[src/rtl/pam4_pkg.sv]
// Shared constants for the PAM4 transmit mapper.
// Assumes a symbol of SYM_W bits selects one of 2**SYM_W levels.
package pam4_pkg;
    localparam int PAM_SYM_W = 2;
    localparam int PAM_LVL_W = PAM_SYM_W + 1;
endpackage

[src/rtl/pam4_precoder.sv]
// Per-bit XOR precoder with memory of the last precoded symbol.
// Assumes: memory updates only on accepted symbols. Any change of the
// enable clears the reference to zero. When disabled, the symbol passes
// through unchanged.
module pam4_precoder #(
    parameter int SYM_W = 2
) (
    input  logic             clk,
    input  logic             rst_n,
    input  logic             en,
    input  logic             valid,
    input  logic [SYM_W-1:0] sym,
    output logic [SYM_W-1:0] coded
);
    logic             en_q;
    logic [SYM_W-1:0] mem_q;
    logic [SYM_W-1:0] ref_sym;
    logic [SYM_W-1:0] xored;
    logic             mode_flip;

    assign mode_flip = en ^ en_q;
    assign ref_sym   = mode_flip ? '0 : mem_q;

    // One XOR per symbol bit; bits are independent
    for (genvar b = 0; b < SYM_W; b++) begin : g_bit
        assign xored[b] = sym[b] ^ ref_sym[b];
    end

    // Select precoded or raw value
    always_comb begin
        coded = en ? xored : sym;
    end

    // Track enable and keep the last precoded symbol
    always_ff @(posedge clk) begin
        if (!rst_n) begin
            en_q  <= 1'b0;
            mem_q <= '0;
        end else begin
            en_q <= en;
            if (valid && en)
                mem_q <= xored;
            else if (mode_flip)
                mem_q <= '0;
        end
    end
endmodule

[src/rtl/pam4_gray_mapper.sv]
// Combinational Gray-to-level mapper.
// Gray value -> binary rank r, level = 2r - (2**SYM_W - 1), formed by
// appending a 1 and flipping the top bit (no adder needed).
module pam4_gray_mapper #(
    parameter int SYM_W = 2,
    localparam int LVL_W = SYM_W + 1
) (
    input  logic [SYM_W-1:0]        gray,
    output logic signed [LVL_W-1:0] level
);
    logic [SYM_W-1:0] rank;

    // Gray to binary: prefix XOR from the MSB down
    assign rank[SYM_W-1] = gray[SYM_W-1];
    for (genvar b = SYM_W - 2; b >= 0; b--) begin : g_rank
        assign rank[b] = rank[b+1] ^ gray[b];
    end

    // Offset-binary to two's complement odd level
    always_comb begin
        level = {~rank[SYM_W-1], rank[SYM_W-2:0], 1'b1};
    end
endmodule

[src/rtl/pam4_out_stage.sv]
// Output register: one cycle of latency. The level holds when no symbol
// is accepted. Reset gives valid 0 and level 0.
module pam4_out_stage #(
    parameter int LVL_W = 3
) (
    input  logic                    clk,
    input  logic                    rst_n,
    input  logic                    valid_in,
    input  logic signed [LVL_W-1:0] level_in,
    output logic                    valid_out,
    output logic signed [LVL_W-1:0] level_out
);
    // Register valid every cycle, level only on accepted symbols
    always_ff @(posedge clk) begin
        if (!rst_n) begin
            valid_out <= 1'b0;
            level_out <= '0;
        end else begin
            valid_out <= valid_in;
            if (valid_in)
                level_out <= level_in;
        end
    end
endmodule

[src/rtl/pam4_tx_mapper.sv]
// PAM4 lane transmit precoder and level mapper (top).
// Data path: precoder -> Gray mapper -> output register.
// Assumes the symbol width is at least 2 bits.
module pam4_tx_mapper #(
    parameter int SYM_W = pam4_pkg::PAM_SYM_W,
    localparam int LVL_W = SYM_W + 1
) (
    input  logic                    clk,
    input  logic                    rst_n,
    input  logic                    precode_en,
    input  logic                    in_valid,
    input  logic [SYM_W-1:0]        in_sym,
    output logic                    out_valid,
    output logic signed [LVL_W-1:0] out_level
);
    logic [SYM_W-1:0]        coded;
    logic signed [LVL_W-1:0] level_c;

    pam4_precoder #(.SYM_W(SYM_W)) u_pre (
        .clk   (clk),
        .rst_n (rst_n),
        .en    (precode_en),
        .valid (in_valid),
        .sym   (in_sym),
        .coded (coded)
    );

    pam4_gray_mapper #(.SYM_W(SYM_W)) u_map (
        .gray  (coded),
        .level (level_c)
    );

    pam4_out_stage #(.LVL_W(LVL_W)) u_out (
        .clk       (clk),
        .rst_n     (rst_n),
        .valid_in  (in_valid),
        .level_in  (level_c),
        .valid_out (out_valid),
        .level_out (out_level)
    );
endmodule

[config.mk]
export PLATFORM = sky130hd
export DESIGN_NAME = pam4_tx_mapper
export DESIGN_NICKNAME = d
export VERILOG_FILES = /design/src/rtl/pam4_pkg.sv /design/src/rtl/pam4_precoder.sv /design/src/rtl/pam4_gray_mapper.sv /design/src/rtl/pam4_out_stage.sv /design/src/rtl/pam4_tx_mapper.sv
export SDC_FILE = /design/constraint.sdc
export NUM_CORES = 1
export LEC_CHECK = 0
export ABC_AREA = 1
export BUFFER_PORTS_ARGS = -buffer_cell sky130_fd_sc_hd__buf_2
export CORE_AREA = 2 2 39 41
export CTS_CLUSTER_SIZE = 10
export DETAILED_ROUTE_END_ITERATION = 10
export DIE_AREA = 0 0 41 43
export MAX_ROUTING_LAYER = met4
export PLACE_DENSITY_LB_ADDON = 0.05
export SYNTH_ARGS = -nofsm -noshare
export SYNTH_HDL_FRONTEND = slang
export SYNTH_SLANG_ARGS = --single-unit
export TNS_END_PERCENT = 30
[constraint.sdc]
create_clock -name clk -period 1.5 [get_ports clk]
set_input_delay 0.075 -clock clk [delete_from_list [all_inputs] [get_ports clk]]
set_output_delay 0.075 -clock clk [all_outputs]
set_load 0.05 [all_outputs]
==> run_results.csv <==
group,metric,value,unit
logic_synthesis,ys_warn_count,0,
place,gp_congestion,0.717,
sta,hold_viol,0,
sta,final.setup.tns,0,ns
logic_synthesis,ys_types,13,
grt,grt_max_degree,10,
grt,antenna_found_initial,0,
clock_tree,cts.root.buffer_cell,"clkbuf_4",
die,core,1380,µm²
logic_synthesis,synth_nets,69,
logic_synthesis,syn_area,437,µm²
worst_setup_path,arrival,1.30,ns
die,die_h,43,µm
clock_tree,insertion_delay,0.25,ns
drt,vias,392,
run,maxCapViolCount,0,
drt,wl_per_cell,8.84,µm
worst_setup_path,crit_start,"u_pre.en_q$_SDFF_PN0_",
clock_tree,clkTransAtPathRegs,0.05,ns
sta,grt_setup_unrepaired,"false",
worst_setup_path,crit_type,"reg -> reg",
sta,setup_viol,0,
cells_and_area,layout_commonest_cell,"nand2_1",
grt,grt_pass1_wl,1350,µm
cells_and_area,drive_above_1_share,34.7,%
die,start_util,31.6,%
die,rows,14,
clock_tree,clock_path_buffers,2,
sta,slew_headroom,83.4,%
power_and_ir_drop,power.leakage,0.303,nW
place,port_buffers,9,
worst_setup_path,worstPathRequired,1.65,ns
cells_and_area,area_delta_synth_final,18.3,%
drt,postRouteAntennaNets,0,
clock_tree,postCtsSetupBuffers,0,
sta,slew_violations,0,
worst_setup_path,cp_max_fo,3,
logic_synthesis,seq_area_frac_synth,32.1,%
clock_tree,cts.repair.resized,0,
grt,grt_overflow_total,0,
worst_setup_path,ff2ff_path_depth,11,
clock_tree,clock_sinks,7,
clock_tree,cts_hold_buf,0,
run_status,status,"completed",
die,dieWidth,41,µm
sta,max_clock_freq,866,MHz
grt,track_usage,11.8,%
clock_tree,cts_tree,"done",
min_path,worstHoldStart,"rst_n",
worst_setup_path,cp-end-kind,"register",
sta,period_needed,1.15,ns
min_path,whs_path_depth,3,
power_and_ir_drop,power_density,953,nW/µm²
drt,drc_errors,0,
cells_and_area,fin_util,37.3,%
drt,viasPerCell,4.31,
min_path,hp-class,"in -> reg",
logic_synthesis,synth_seq_cells,7,
drt,drt_iter0_markers,3,
grt,first_global_vias,344,
drt,finalWirelength,804,µm
cells_and_area,diodes,0,
sta,fin_skew,0.000204,ns
cells_and_area,finalNetCount,82,
power_and_ir_drop,irDropWorstVdd,0.000420,V
worst_setup_path,rr_startpoint,"u_pre.en_q$_SDFF_PN0_",
die,ios,10,
drt,first_pass_iters,4,
cells_and_area,layout_common_cells,"nand2_1, inv_1, buf_2, nand2_2, dfxtp_1",
sta,worstMarginPinSlew,0.251,ns
place,dp_hpwl,639,µm
clock_tree,htree_levels,1,
worst_setup_path,cp-start-kind,"register",
die,dieArea,1760,µm²
logic_synthesis,avgSynthCellArea,6.93,µm²
sta,finalCritPeriodShare,77.0,%
clock_tree,cts-buffers-inserted,3,
logic_synthesis,netlist_instances,63,
-- flip-flops by register name, indices dropped and copies added, names as in the netlist --
register and flops:
u_out.level_out 3, u_pre.mem_q 2, u_out.valid_out 1, u_pre.en_q 1
-- worst paths after layout --
path / to / slack (ns)
setup reg to reg: u_out.level_out[1]$_SDFFE_PN0P_ / 0.35
hold / removal: u_pre.en_q$_SDFF_PN0_ / 0.08
setup / recovery: u_out.level_out[1]$_SDFFE_PN0P_ / 0.35
hold reg to reg: u_out.level_out[0]$_SDFFE_PN0P_ / 0.44
-- critical path: stages (launching register included) --
cell	delay, ns
dfxtp_1	0.37
inv_1	0.10
nand2_1	0.08
nand3_2	0.08
nand2_2	0.08
nand2_2	0.05
nand2_1	0.05
nand2_1	0.05
nand2_1	0.05
nand3_1	0.06
nand2_1	0.06
inv_1	0.03
-- layout make-up --
class	count	area [µm²]
multi-input cells	44	239
fillers	162	867
repair buffers	9	45.0
flip-flops and latches	7	140
well taps	16	20.0
inverters	11	46.3
clock buffers	4	26.3
-- cells in the mapped netlist --
cell / instances / area, µm²
nand2_1: 19 / 71.3
nand3_1: 5 / 25.0
a21oi_1: 2 / 10.0
buf_6: 1 / 11.3
nor2_1: 2 / 7.51
o211ai_1: 1 / 7.51
inv_1: 10 / 37.5
inv_6: 1 / 8.76
nand2_4: 3 / 33.8
nand2_2: 7 / 43.8
nand3_2: 3 / 30.0
dfxtp_1: 7 / 140
o21ai_1: 2 / 10.0
-- per-layer routing --
metal / wire length [µm] / up-vias / global-route usage [%]
li1: - / 214 / -
met4: 12 / 0 / 10.0
met1: 397 / 168 / 15.3
met5: 0 / - / -
met2: 347 / 8 / 15.3
met3: 46 / 2 / 1.57
-- cell families after synthesis --
family | count (synthesis) | share of synthesized area (%)
AOI/OAI and AO/OA | 5 | 6.30
DFF | 7 | 32.1
and+or+nand+nor | 39 | 48.4
buffers and inverters | 12 | 13.2
-- report_power, final --
part | switching [W] | internal [W] | total [W]
Sequential | 0.00000749 | 0.000199 | 0.000206
Clock | 0.0000688 | 0.000101 | 0.000170
Combinational | 0.0000810 | 0.0000352 | 0.000116
-- per-stage QoR --
step,cell area [µm²],instances,worst slack [ns],total power (W),hold slack [ns]
2_1_floorplan,437,63,0.444,0.000302,0.173
3_3_place_gp,490,87,0.339,0.000329,0.333
3_5_place_dp,490,87,0.343,0.000328,0.334
4_1_cts,517,91,0.333,0.000506,0.0721
5_1_grt,517,91,0.227,0.000527,0.0903
6_report,517,91,0.345,0.000493,0.0812
Power figures use the tool's default switching activity.
